### src/rtl/rtc_pkg.sv
package rtc_pkg;

    typedef enum logic [2:0] {
        ST_IDLE,
        ST_LAG,
        ST_SEC,
        ST_MIN,
        ST_HOUR,
        ST_DAY,
        ST_MON,
        ST_YEAR
    } rtc_state_e;

    localparam logic [2:0] A_SEC   = 3'd0;
    localparam logic [2:0] A_MIN   = 3'd1;
    localparam logic [2:0] A_HOUR  = 3'd2;
    localparam logic [2:0] A_DOW   = 3'd3;
    localparam logic [2:0] A_DOM   = 3'd4;
    localparam logic [2:0] A_MONTH = 3'd5;
    localparam logic [2:0] A_YEAR  = 3'd6;

    // Adds one to a two-digit packed BCD value.
    function automatic logic [7:0] bcd_inc(input logic [7:0] v);
        if (v[3:0] == 4'd9) begin
            bcd_inc = {v[7:4] + 4'd1, 4'd0};
        end else begin
            bcd_inc = {v[7:4], v[3:0] + 4'd1};
        end
    endfunction

endpackage

### src/rtl/rtc_prescaler.sv
module rtc_prescaler #(
    parameter int DIV_W = 15
) (
    input  logic clk,
    input  logic rst_n,
    input  logic tick_en,
    input  logic restart,
    output logic wrap_o,
    output logic ph_1hz_o,
    output logic ph_2hz_o
);
    localparam logic [DIV_W-1:0] CNT_MAX = {DIV_W{1'b1}};

    logic [DIV_W-1:0] cnt_q;

    always_ff @(posedge clk) begin
        if (!rst_n || restart) begin
            cnt_q <= '0;
        end else if (tick_en) begin
            cnt_q <= cnt_q + 1'b1;
        end
    end

    assign wrap_o   = tick_en && !restart && (cnt_q == CNT_MAX);
    assign ph_1hz_o = cnt_q[DIV_W-1];
    assign ph_2hz_o = cnt_q[DIV_W-2];
endmodule

### src/rtl/rtc_month_len.sv
module rtc_month_len (
    input  logic [4:0] month,
    input  logic [7:0] year,
    output logic [7:0] last_dom
);
    logic leap;

    // A BCD year is a multiple of 4 when (odd tens, ones 2/6) or (even tens, ones 0/4/8).
    always_comb begin
        if (year[4]) begin
            leap = (year[3:0] == 4'd2) || (year[3:0] == 4'd6);
        end else begin
            leap = (year[3:0] == 4'd0) || (year[3:0] == 4'd4) || (year[3:0] == 4'd8);
        end
    end

    always_comb begin
        unique case (month)
            5'h02:                      last_dom = leap ? 8'h29 : 8'h28;
            5'h04, 5'h06, 5'h09, 5'h11: last_dom = 8'h30;
            default:                    last_dom = 8'h31;
        endcase
    end
endmodule

### src/rtl/bcd_rtc_core.sv
module bcd_rtc_core
    import rtc_pkg::*;
#(
    parameter int DIV_W     = 15,
    parameter int LAG_TICKS = 3
) (
    input  logic       clk,
    input  logic       rst_n,
    input  logic       tick_en,
    input  logic       mode_24h,
    input  logic       wr_en,
    input  logic [2:0] addr,
    input  logic [7:0] wr_data,
    output logic [7:0] rd_data,
    output logic       ph_2hz,
    output logic       ph_1hz,
    output logic       sec_stb,
    output logic       min_stb,
    output logic       hour_stb,
    output logic       day_stb,
    output logic       month_stb
);
    localparam int LAG_W = $clog2(LAG_TICKS + 1);
    localparam logic [LAG_W-1:0] LAG_LAST = LAG_W'(LAG_TICKS - 1);

    rtc_state_e state_q, state_d;
    logic [LAG_W-1:0] lag_q;
    logic [7:0] sec_q, min_q, hour_q, dow_q, dom_q, month_q, year_q;
    logic [7:0] hour_nxt, last_dom, hinc;
    logic       sec_wr, wrap, day_carry;

    assign sec_wr = wr_en && (addr == A_SEC);

    rtc_prescaler #(.DIV_W(DIV_W)) u_presc (
        .clk      (clk),
        .rst_n    (rst_n),
        .tick_en  (tick_en),
        .restart  (sec_wr),
        .wrap_o   (wrap),
        .ph_1hz_o (ph_1hz),
        .ph_2hz_o (ph_2hz)
    );

    rtc_month_len u_mlen (
        .month    (month_q[4:0]),
        .year     (year_q),
        .last_dom (last_dom)
    );

    // Hour step for both modes; 12-hour form keeps the PM flag in bit 5.
    always_comb begin
        hinc = bcd_inc({3'b000, hour_q[4:0]});
        if (mode_24h) begin
            day_carry = (hour_q == 8'h23);
            hour_nxt  = day_carry ? 8'h00 : bcd_inc(hour_q);
        end else begin
            day_carry = (hour_q == 8'h31);
            if (hour_q[4:0] == 5'h11) begin
                hour_nxt = {2'b00, ~hour_q[5], 5'h12};
            end else if (hour_q[4:0] == 5'h12) begin
                hour_nxt = {2'b00, hour_q[5], 5'h01};
            end else begin
                hour_nxt = {2'b00, hour_q[5], hinc[4:0]};
            end
        end
    end

    // State register
    always_ff @(posedge clk) begin
        if (!rst_n) begin
            state_q <= ST_IDLE;
            lag_q   <= '0;
        end else begin
            state_q <= state_d;
            if (state_q == ST_IDLE && wrap) begin
                lag_q <= '0;
            end else if (state_q == ST_LAG && tick_en) begin
                lag_q <= lag_q + 1'b1;
            end
        end
    end

    // Next-state logic
    always_comb begin
        state_d = ST_IDLE;
        unique case (state_q)
            ST_IDLE: state_d = wrap ? ST_LAG : ST_IDLE;
            ST_LAG:  state_d = (tick_en && lag_q == LAG_LAST) ? ST_SEC : ST_LAG;
            ST_SEC:  state_d = (sec_q == 8'h59) ? ST_MIN : ST_IDLE;
            ST_MIN:  state_d = (min_q == 8'h59) ? ST_HOUR : ST_IDLE;
            ST_HOUR: state_d = day_carry ? ST_DAY : ST_IDLE;
            ST_DAY:  state_d = (dom_q == last_dom) ? ST_MON : ST_IDLE;
            ST_MON:  state_d = (month_q[4:0] == 5'h12) ? ST_YEAR : ST_IDLE;
            ST_YEAR: state_d = ST_IDLE;
            default: state_d = ST_IDLE;
        endcase
        if (sec_wr) state_d = ST_IDLE;
    end

    // Field registers and strobes
    always_ff @(posedge clk) begin
        if (!rst_n) begin
            sec_q   <= 8'h00;
            min_q   <= 8'h00;
            hour_q  <= mode_24h ? 8'h00 : 8'h12;
            dow_q   <= 8'h00;
            dom_q   <= 8'h01;
            month_q <= 8'h01;
            year_q  <= 8'h00;
            sec_stb <= 1'b0;
            min_stb <= 1'b0;
            hour_stb  <= 1'b0;
            day_stb   <= 1'b0;
            month_stb <= 1'b0;
        end else begin
            sec_stb   <= 1'b0;
            min_stb   <= 1'b0;
            hour_stb  <= 1'b0;
            day_stb   <= 1'b0;
            month_stb <= 1'b0;
            unique case (state_q)
                ST_SEC: begin
                    sec_q   <= (sec_q == 8'h59) ? 8'h00 : bcd_inc(sec_q);
                    sec_stb <= 1'b1;
                    min_stb <= (sec_q == 8'h59);
                end
                ST_MIN: begin
                    min_q    <= (min_q == 8'h59) ? 8'h00 : bcd_inc(min_q);
                    hour_stb <= (min_q == 8'h59);
                end
                ST_HOUR: begin
                    hour_q  <= hour_nxt;
                    day_stb <= day_carry;
                end
                ST_DAY: begin
                    dow_q     <= (dow_q == 8'h06) ? 8'h00 : dow_q + 8'h01;
                    dom_q     <= (dom_q == last_dom) ? 8'h01 : bcd_inc(dom_q);
                    month_stb <= (dom_q == last_dom);
                end
                ST_MON: begin
                    month_q[4:0] <= (month_q[4:0] == 5'h12) ? 5'h01
                                    : bcd_inc({3'b000, month_q[4:0]})[4:0];
                end
                ST_YEAR: begin
                    year_q <= (year_q == 8'h99) ? 8'h00 : bcd_inc(year_q);
                    if (year_q == 8'h99) month_q[7] <= ~month_q[7];
                end
                default: ;
            endcase
            if (wr_en) begin
                unique case (addr)
                    A_SEC:   sec_q   <= wr_data & 8'h7F;
                    A_MIN:   min_q   <= wr_data & 8'h7F;
                    A_HOUR:  hour_q  <= wr_data & 8'h3F;
                    A_DOW:   dow_q   <= wr_data & 8'h07;
                    A_DOM:   dom_q   <= wr_data & 8'h3F;
                    A_MONTH: month_q <= wr_data & 8'h9F;
                    A_YEAR:  year_q  <= wr_data;
                    default: ;
                endcase
            end
        end
    end

    // Read mux
    always_comb begin
        unique case (addr)
            A_SEC:   rd_data = sec_q;
            A_MIN:   rd_data = min_q;
            A_HOUR:  rd_data = hour_q;
            A_DOW:   rd_data = dow_q;
            A_DOM:   rd_data = dom_q;
            A_MONTH: rd_data = month_q;
            A_YEAR:  rd_data = year_q;
            default: rd_data = 8'h00;
        endcase
    end
endmodule

### config.mk
export PLATFORM = sky130hd
export DESIGN_NAME = bcd_rtc_core
export DESIGN_NICKNAME = d
export VERILOG_FILES = /design/src/rtl/rtc_pkg.sv /design/src/rtl/rtc_prescaler.sv /design/src/rtl/rtc_month_len.sv /design/src/rtl/bcd_rtc_core.sv
export SDC_FILE = /design/constraint.sdc
export NUM_CORES = 1
export LEC_CHECK = 0
export BUFFER_PORTS_ARGS = -buffer_cell sky130_fd_sc_hd__buf_2
export CORE_MARGIN = 2
export CORE_UTILIZATION = 45
export DETAILED_ROUTE_END_ITERATION = 10
export GPL_TIMING_DRIVEN = 0
export MAX_ROUTING_LAYER = met4
export SYNTH_ARGS = -nofsm -noshare
export SYNTH_HDL_FRONTEND = slang
export SYNTH_SLANG_ARGS = --single-unit
### constraint.sdc
create_clock -name clk -period 4.88 [get_ports clk]
set_clock_uncertainty 0.1 [all_clocks]
set_input_delay 0.488 -clock clk [delete_from_list [all_inputs] [get_ports clk]]
set_output_delay 0.488 -clock clk [all_outputs]
set_load 0.05 [all_outputs]
==> run summary, run 1 <==
The level count of the clock H-tree came out at 3. The HPWL reported at the end of detailed placement came out at 10680 um. The data required time of the critical path came out at 4.29 ns. Counting every instance in the synthesized netlist gives 636. The total inserted antenna cells came out at 0. The number of max-slew violations in the final report came to 0. The post-CTS setup-driven buffer insertion count is 0. The remaining number of nets flagged by the antenna check after routing is 0.

STA classifies the critical path endpoint as an output pin. The post-route non-filler standard cell count came out at 817. The total CTS buffers came out at 9. After detailed routing, the met3 layer carries 834 um of wire. TritonCTS built the clock tree. Routed signal wires occupy layers up through met4. After synthesis the netlist holds a flip-flop and latch count of 79.

The overall die area is 0.01193 mm2. The routed design has 14750 um of wire. The amount of wire on met2 after detailed routing came out at 6811 um. The core outline area is 0.01084 mm2. The total overflow left after global routing is 0. 31 I/O pins were placed. Broken down by cell family, the worst path's largest delay share belongs to buffers and inverters. The routed design could run at a clock period as short as 3.077 ns.

The final setup TNS came out at 0 ns. In the final design database the tool counted 703 nets. The routability-driven placement congestion ratio is 0.9261. The share of async-settable or async-resettable flops after synthesis came out at 0%. The pin slew with the least headroom to its limit came out at 1.030 ns. The number of placed cells counting well taps is 801.

Counting distinct cell types in the post-synthesis netlist gives 65. Entering global routing, the biggest net connects 15 pins. In this run the horizontal extent of the chip is 109.2 um. Setup violations remaining at the end of the flow were counted as 0. The flow ran to the end, and the final reports show no timing, DRC or antenna violations. The worst hold path belongs to the class in -> reg. The critical path class is in -> out. Counting flops with a built-in enable in the synthesized netlist gives 0. The buffers plus inverters on the worst setup path is 4. Walking the worst path, the cells encountered are buf_2, clkbuf_1, clkbuf_1, o21ai_0, a22oi_1, o22ai_1, a31o_2, buf_2. The number of instances resized during post-cts repair is 0. The global-route wire length before repair is 23490 um. In the final routing, the length of wire on met1 measures 6732 um. The clock transition at the registers of the reported paths is 0.09 ns. The critical-path maximum fanout came out at 10. The number of antenna violations at the first check in global routing was 0. The arrival time reported for the critical path endpoint came out at 2.49 ns. Cells fill 50.75% of the core in the end. Ranked by total cell area, the synthesized netlist is headed by sky130_fd_sc_hd__dfxtp_1, sky130_fd_sc_hd__nor2_1, sky130_fd_sc_hd__o21ai_0. The tree is rooted in a sky130_fd_sc_hd__clkbuf_8.

The worst slew margin relative to its limit came out at 30.41%. The overall routing resource usage came out at 26.56%. The overall via count from detail_route came out at 4910. After synthesis, flip-flops and latches occupy 31.74% of the total area.

The post-synthesis instance area is 0.004982 mm2. Setup repair after global routing left no endpoint under its margin. The number of search-and-repair iterations in the first detailed-routing pass is 5. The number of fillers in the final layout is 1075. The power density over cell area is 254.1 mW/mm2.

Before CTS, the worst setup slack after placement is 1.822 ns. The largest total area in the synthesized netlist belongs to sky130_fd_sc_hd__dfxtp_1. The die is 109.2 um tall.

The ratio of cells with drive above 1 in the final layout came out at 8.715%. The ratio of routed vias to standard cells came out at 6.010. The share of the synthesized area in the top cell type came out at 31.74%. The starting density of the core is 45.96%.

The design draws 0.001398 W. The signed area change from the synthesized netlist to the final layout came out at 10.42%. In the routed design, unresolved DRC markers number 0.

The slowest stage cell on the critical path is sky130_fd_sc_hd__clkbuf_1. The warning count from the yosys run is 0. The maximum frequency from static timing analysis came out at 325.0 MHz.

After clock tree synthesis, the flow added hold-fix buffers numbering 0. The maximum count of clock buffers along a single path came out at 2. The worst setup path is launched from an input pin. The highest cell delay on the worst timing path is 0.45 ns. The final period utilization came out at 63.06%. The number of rows created at floorplan came out at 38.

For this run, the leading register cell type out of synthesis is sky130_fd_sc_hd__dfxtp_1. The number of global-route vias before repair came out at 4548. The standby leakage power is 1.906 nW. The count of maximum capacitance violations is 0. The number of nets handed over by synthesis was 667. The number of sinks handled by clock tree synthesis is 79.

The largest voltage drop on the vdd net came out at 239.6 uV. The routed length per instance came out at 18.06 um. The total count of hold-check failures in the final report is 0. The number of DRC markers after the initial detailed-route iteration is 387. The number of buffers added on ports is 25. A synthesized cell averages 7.834 um2. The clock latency on the worst-skew pair came out at 0.37 ns. The final worst setup slack came out at 1.803 ns.
state kept, by name, summed over array words and instances, names as in the netlist, 2 cells and up:
name	count
u_presc.cnt_q	15
dom_q	8
dow_q	8
hour_q	8
min_q	8
sec_q	8
year_q	8
month_q	6
state_q	3
lag_q	2
metal layers:
layer | track usage, % | vias to the layer above
met5 | - | -
met4 | 9.946 | 0
met3 | 5.021 | 27
met2 | 41.08 | 178
met1 | 34.55 | 2320
li1 | - | 2385
cell usage after synthesis, types with 5 or more instances:
cell type,number
sky130_fd_sc_hd__mux2i_1,11
sky130_fd_sc_hd__nand3_1,17
sky130_fd_sc_hd__a21oi_1,37
sky130_fd_sc_hd__nand2b_1,10
sky130_fd_sc_hd__a31oi_1,13
sky130_fd_sc_hd__o22ai_1,7
sky130_fd_sc_hd__inv_1,21
sky130_fd_sc_hd__clkbuf_1,34
sky130_fd_sc_hd__and2_1,6
sky130_fd_sc_hd__a211oi_1,20
sky130_fd_sc_hd__nand4_1,12
sky130_fd_sc_hd__nand2_1,55
sky130_fd_sc_hd__dfxtp_1,79
sky130_fd_sc_hd__or3_1,8
sky130_fd_sc_hd__ha_1,15
sky130_fd_sc_hd__nor2_1,73
sky130_fd_sc_hd__xnor2_1,14
sky130_fd_sc_hd__o21ai_0,46
sky130_fd_sc_hd__xor2_1,20
sky130_fd_sc_hd__nand3b_1,7
sky130_fd_sc_hd__nor3_1,22
sky130_fd_sc_hd__a22oi_1,5
sky130_fd_sc_hd__and3_1,5
sky130_fd_sc_hd__nor2b_1,15
sky130_fd_sc_hd__nor4_1,5
sky130_fd_sc_hd__nor3b_1,8
final timing paths:
path                         start             endpoint  slack [ns]  cells after the start
min                     wr_data[6]  sec_q[6]$_SDFF_PN0_        0.31                      3
min reg2reg    min_q[7]$_SDFF_PN0_  min_q[7]$_SDFF_PN0_        0.39                      2
max reg2reg  month_q[1]$_SDFF_PN0_  dom_q[4]$_SDFF_PN0_        2.01                      6
max                        addr[0]           rd_data[1]        1.80                      8
kinds of logic after synthesis:
group                    after synthesis  synth area share (%)
multiplexers                          16                 4.244
XOR/XNOR                              34                 5.977
AND/OR/NAND/NOR                      273                 29.16
adder cells (fa/ha/maj)               15                 3.767
flip-flops                            79                 31.74
buffers and inverters                 59                 4.596
AO/OA/AOI/OAI                        160                 20.52
tightest hold or removal path, stage by stage:
cell and delay (ns):
sky130_fd_sc_hd__buf_2 0.12, sky130_fd_sc_hd__nand2_1 0.07, sky130_fd_sc_hd__o22ai_1 0.07
stage by stage:
step	hold WS [ns]	area (um2)
6_report	0.3142	5502
5_1_grt	0.3073	5502
4_1_cts	0.3027	5502
3_5_place_dp	0.3759	5283
3_3_place_gp	0.3628	5283
2_1_floorplan	0.3454	4982
cell type report:
cell class                      instances  area, um2  share of cell area (%)
Multi-Input combinational cell        498       3172                   57.65
Buffer                                 38      150.1                   2.729
Clock inverter                          6      91.34                   1.660
Tap cell                              140      175.2                   3.184
Sequential cell                        79       1582                   28.75
Clock buffer                           10      127.6                   2.320
Inverter                               21      78.83                   1.433
Timing Repair Buffer                   25      125.1                   2.274
where the power goes:
part | internal [W] | total, W | switching [W] | leakage [nW]
Combinational | 0.0000538 | 0.000159 | 0.000105 | 1.15
Sequential | 0.000659 | 0.000682 | 0.0000230 | 0.640
Clock | 0.000292 | 0.000556 | 0.000264 | 0.111
Total | 0.00101 | 0.00140 | 0.000393 | 1.91
cell usage in the layout, fill, tap and decap left out, types with 5 or more instances in the layout:
master,Yosys,routed
sky130_fd_sc_hd__dfxtp_1,79,79
sky130_fd_sc_hd__nor2_1,73,73
sky130_fd_sc_hd__nand2_1,55,55
sky130_fd_sc_hd__o21ai_0,46,46
sky130_fd_sc_hd__a21oi_1,37,37
sky130_fd_sc_hd__clkbuf_1,34,35
sky130_fd_sc_hd__buf_2,0,25
sky130_fd_sc_hd__nor3_1,22,22
sky130_fd_sc_hd__inv_1,21,21
sky130_fd_sc_hd__xor2_1,20,20
sky130_fd_sc_hd__a211oi_1,20,20
sky130_fd_sc_hd__nand3_1,17,17
sky130_fd_sc_hd__nor2b_1,15,15
sky130_fd_sc_hd__ha_1,15,15
sky130_fd_sc_hd__xnor2_1,14,14
sky130_fd_sc_hd__a31oi_1,13,13
sky130_fd_sc_hd__nand4_1,12,12
sky130_fd_sc_hd__mux2i_1,11,11
sky130_fd_sc_hd__nand2b_1,10,10
sky130_fd_sc_hd__clkbuf_8,0,9
sky130_fd_sc_hd__or3_1,8,8
sky130_fd_sc_hd__nor3b_1,8,8
sky130_fd_sc_hd__o22ai_1,7,7
sky130_fd_sc_hd__nand3b_1,7,7
sky130_fd_sc_hd__and2_1,6,6
sky130_fd_sc_hd__a22oi_1,5,5
sky130_fd_sc_hd__nor4_1,5,5
sky130_fd_sc_hd__and3_1,5,5
Note: power is estimated with default switching activity, not from simulation.
==> inputs of run 2 (changes only) <==
ABC_AREA = 1   (was not set)
clock period = 2.75 ns   (was 4.88 ns; I/O delays follow)
==> run 2 against run 1 <==
  * Clock power increased by 63%
  * Utilization shrank 0.32 points
  * First-iteration DRC count up 21%
  * Largest cell class unchanged
  * Wire length shrank 4.1%
  * Highest routed layer unchanged
==> run summary, run 2 <==
The portion of the post-synthesis area used by sequential elements is 32.41% (was 31.74%). The data required time of the critical path came out at 2.38 ns (was 4.29 ns). The total internal power came out at 0.001702 W (was 0.001005 W).

The final worst setup slack is 0.6031 ns (was 1.803 ns). Run status: finished clean (unchanged). The starting density of the core is 45.61% (was 45.96%). The most common flop cell mapped by yosys was sky130_fd_sc_hd__dfxtp_1 (unchanged). The number of top-level pins is 31 (unchanged). The post-CTS setup-driven buffer insertion count is 0 (unchanged). The maximum count of clock buffers along a single path came to 2 (unchanged).

The total count of hold-check failures in the final report came to 0 (unchanged). The pin count of the biggest net entering global routing was 14 (was 15). The number of buffers added on ports is 28 (was 25).

The residual DRC count came to 0 (unchanged). The most flop-heavy register is u_presc.cnt_q (unchanged). The number of antenna violations at the first check in global routing came out at 0 (unchanged). The post-layout minimum cycle time is 2.147 ns.

The critical-path maximum fanout is 5 (was 10). The clock tree root driver cell was sky130_fd_sc_hd__clkbuf_8 (unchanged). The class of the most critical hold timing path is in -> reg (unchanged). The number of sinks handled by clock tree synthesis came out at 79 (unchanged). The routed length per instance is 15.71 um (was 18.06 um).

The nature of the critical path startpoint is a flop (was input pin). The overall routing resource usage is 26.28% (was 26.56%). The CTS tree is yes (unchanged). The critical path class is reg -> out (was in -> out).

The fraction of power spent switching nets is 28.90% (was 28.10%). The signed area change from the synthesized netlist to the final layout is 10.56% (was 10.42%). The slowest stage cell on the critical path is sky130_fd_sc_hd__dfxtp_1 (was sky130_fd_sc_hd__clkbuf_1). The post-synthesis instance area is 0.004880 mm2 (was 0.004982 mm2). The chip height is 108.1 um (was 109.2 um). Setup repair after global routing missed its margin: false (unchanged). The clock latency on the worst-skew pair was 0.38 ns (was 0.37 ns). The cell area after placement is 0.005195 mm2 (was 0.005283 mm2). The HPWL reported at the end of detailed placement came to 10880 um (was 10680 um).

The number of DRC markers after the initial detailed-route iteration came out at 469 (was 387). The global-route wire length before repair came out at 22810 um (was 23490 um). Commonest cells in the synthesized netlist: sky130_fd_sc_hd__nand2_1, sky130_fd_sc_hd__inv_1, sky130_fd_sc_hd__dfxtp_1, sky130_fd_sc_hd__nor2_1, sky130_fd_sc_hd__a21oi_1 (was sky130_fd_sc_hd__dfxtp_1, sky130_fd_sc_hd__nor2_1, sky130_fd_sc_hd__nand2_1, sky130_fd_sc_hd__o21ai_0, sky130_fd_sc_hd__a21oi_1). The part of the power in registers came out at 50.2% (was 48.8%). The type of element capturing the critical path is an output pin (unchanged). The arrival time reported for the critical path endpoint is 1.77 ns (was 2.49 ns). The number of global-route vias before repair came out at 4485 (was 4548). The largest voltage drop on the vdd net was 233.0 uV (was 239.6 uV). The ratio of cells with drive above 1 in the final layout came out at 13.14% (was 8.715%). The clock transition at the registers of the reported paths is 0.09 ns (about the same). The ratio of routed vias to standard cells is 5.461 (was 6.010). The power density over cell area came out at 443.7 mW/mm2 (was 254.1 mW/mm2).

The overall via count from detail_route is 4920 (was 4910). The standby leakage power came out at 2.252 nW (was 1.906 nW). The share of the synthesized area in the top cell type came out at 32.41% (was 31.74%).

The number of endpoints failing setup at the final stage was 0 (unchanged). The highest cell delay on the worst timing path came out at 0.35 ns (was 0.45 ns). The worst slew margin relative to its limit is 52.05% (was 30.41%). The core outline area is 0.01070 mm2 (was 0.01084 mm2). The count of different cell masters after synthesis is 45 (was 65).

The most common cell after layout, fill and taps aside was sky130_fd_sc_hd__nand2_1 (was sky130_fd_sc_hd__dfxtp_1). Leading cell types in the layout, fill and taps excluded: sky130_fd_sc_hd__nand2_1, sky130_fd_sc_hd__inv_1, sky130_fd_sc_hd__dfxtp_1 (was sky130_fd_sc_hd__dfxtp_1, sky130_fd_sc_hd__nor2_1, sky130_fd_sc_hd__nand2_1). The number of flip-flops under the largest register name was 15 (unchanged). The pre-CTS setup slack is 0.6583 ns (was 1.822 ns).

The number of rows created at floorplan was 38 (unchanged). The overall die area came out at 0.01169 mm2 (was 0.01193 mm2). The final design utilization came out at 50.43% (was 50.75%).

The average cell area after synthesis came to 6.806 um2 (was 7.834 um2). The chip width came out at 108.1 um (was 109.2 um). The routed wire length came out at 14150 um (was 14750 um). The total nets after synthesis is 748 (was 667). The total congestion overflow is 0 (unchanged). The critical path's top delay family is compound AO/OA/AOI/OAI gates (was buffers and inverters). The portion of total power attributed to the clock network came out at 37.8% (was 39.8%).

The post-synthesis instance total came out at 717 (was 636). The routability-driven placement congestion ratio came out at 0.9089 (was 0.9261). The final setup TNS came out at 0 ns (unchanged). The post-synthesis cell type with the largest combined area was sky130_fd_sc_hd__dfxtp_1 (unchanged).

The most frequently used cell type in the post-synthesis netlist is sky130_fd_sc_hd__nand2_1 (was sky130_fd_sc_hd__dfxtp_1). The total CTS buffers was 9 (unchanged). The number of search-and-repair iterations in the first detailed-routing pass came out at 6 (was 5). The net switching component of the power came to 0.0006917 W (was 0.0003928 W). The number of synthesized flops with an enable pin came out at 0 (unchanged). The number of instances resized during post-cts repair came out at 0 (unchanged).

The final net count came out at 787 (was 703). Top cells by area, synth: sky130_fd_sc_hd__dfxtp_1, sky130_fd_sc_hd__nand2_1, sky130_fd_sc_hd__inv_1 (was sky130_fd_sc_hd__dfxtp_1, sky130_fd_sc_hd__nor2_1, sky130_fd_sc_hd__o21ai_0). The combinational group share of total power came out at 11.9% (was 11.4%). Cell chain of the critical path: inv_1, o22ai_1, a211oi_1, o221ai_1, buf_2 (was buf_2, clkbuf_1, clkbuf_1, o21ai_0, a22oi_1, o22ai_1, a31o_2, buf_2).

The number of fillers in the final layout came to 1095 (was 1075). The buffers plus inverters on the worst setup path came out at 2 (was 4). The worst path uses 78.07% of the clock period. The level count of the clock H-tree is 3 (unchanged). The total inserted antenna cells came out at 0 (unchanged).

The maximum frequency from static timing analysis is 465.8 MHz. The count of maximum capacitance violations came out at 0 (unchanged). The post-layout instance area was 0.005395 mm2 (was 0.005502 mm2). The share of async-settable or async-resettable flops after synthesis came to 0% (unchanged).

The number of hold-repair buffers added at the cts stage came out at 0 (unchanged). The number of storage elements in the synthesis netlist is 79 (unchanged). The pin slew with the least headroom to its limit is 0.7193 ns (was 1.030 ns).

The warning count from the yosys run is 0 (unchanged). The remaining number of nets flagged by the antenna check after routing is 0 (unchanged). The number of max-slew violations in the final report came out at 0 (unchanged).
## run 2: metal layers
metal / routed length [um] / track usage [%] / up-vias
met1: 6594 / 35.60 / 2259
met3: 816 / 3.677 / 31
met5: 0 / - / -
met2: 6305 / 39.62 / 166
li1: - / - / 2464
met4: 437 / 10.44 / 0
## run 2: worst min-delay path, delay by kind of cell
family / cells / cell delay (ns)
buf+inv: 1 / 0.13
simple gates: 1 / 0.06
compound gates: 1 / 0.05
## run 2: logic make-up (layout without fill, tap and decap cells)
kind of cell               Yosys count  count (layout)  share of synthesized area [%]
and+or+nand+nor                    323             323                          31.21
AOI/OAI and AO/OA                  151             151                          17.95
buffers and inverters              123             167                          9.923
DFF                                 79              79                          32.41
xor gates and xnor gates            26              26                          4.667
adders and majority gates           15              15                          3.846
## run 2: final timing paths
kind              slack (ns)  depth (start not counted)                     startpoint                     to
setup / recovery        0.60                          5           year_q[0]$_SDFF_PN0_             rd_data[0]
hold reg to reg         0.37                          2          lag_q[1]$_SDFFE_PP0P_  lag_q[1]$_SDFFE_PP0P_
setup reg to reg        0.89                          8  u_presc.cnt_q[0]$_SDFFE_PP0P_  lag_q[0]$_SDFFE_PP0P_
hold / removal          0.09                          3                     wr_data[4]    dom_q[4]$_SDFF_PN0_
## run 2: through the flow
stage / hold slack, ns / std cells / total power (W)
2_1_floorplan: 0.3014 / 717 / 0.001415
3_3_place_gp: 0.3507 / 885 / 0.001504
3_5_place_dp: 0.3593 / 885 / 0.001509
4_1_cts: 0.07096 / 901 / 0.002412
5_1_grt: 0.09298 / 901 / 0.002499
6_report: 0.09082 / 901 / 0.002394
## run 2: cell type report
type	count	area (um2)	share of cell area, %
Clock buffer	12	145.1	2.690
Clock inverter	4	55.05	1.020
Inverter	111	419.2	7.769
Tap cell	140	175.2	3.247
Buffer	12	65.06	1.206
Multi-Input combinational cell	515	2814	52.16
Sequential cell	79	1582	29.31
Timing Repair Buffer	28	140.1	2.597
## run 2: power by group through the flow
stage | Clock [W] | Combinational, W | Sequential [W]
2_1_floorplan | 0 | 0.000195 | 0.00122
3_3_place_gp | 0 | 0.000276 | 0.00123
5_1_grt | 0.000975 | 0.000317 | 0.00121
3_5_place_dp | 0 | 0.000281 | 0.00123
6_report | 0.000906 | 0.000286 | 0.00120
4_1_cts | 0.000928 | 0.000282 | 0.00120
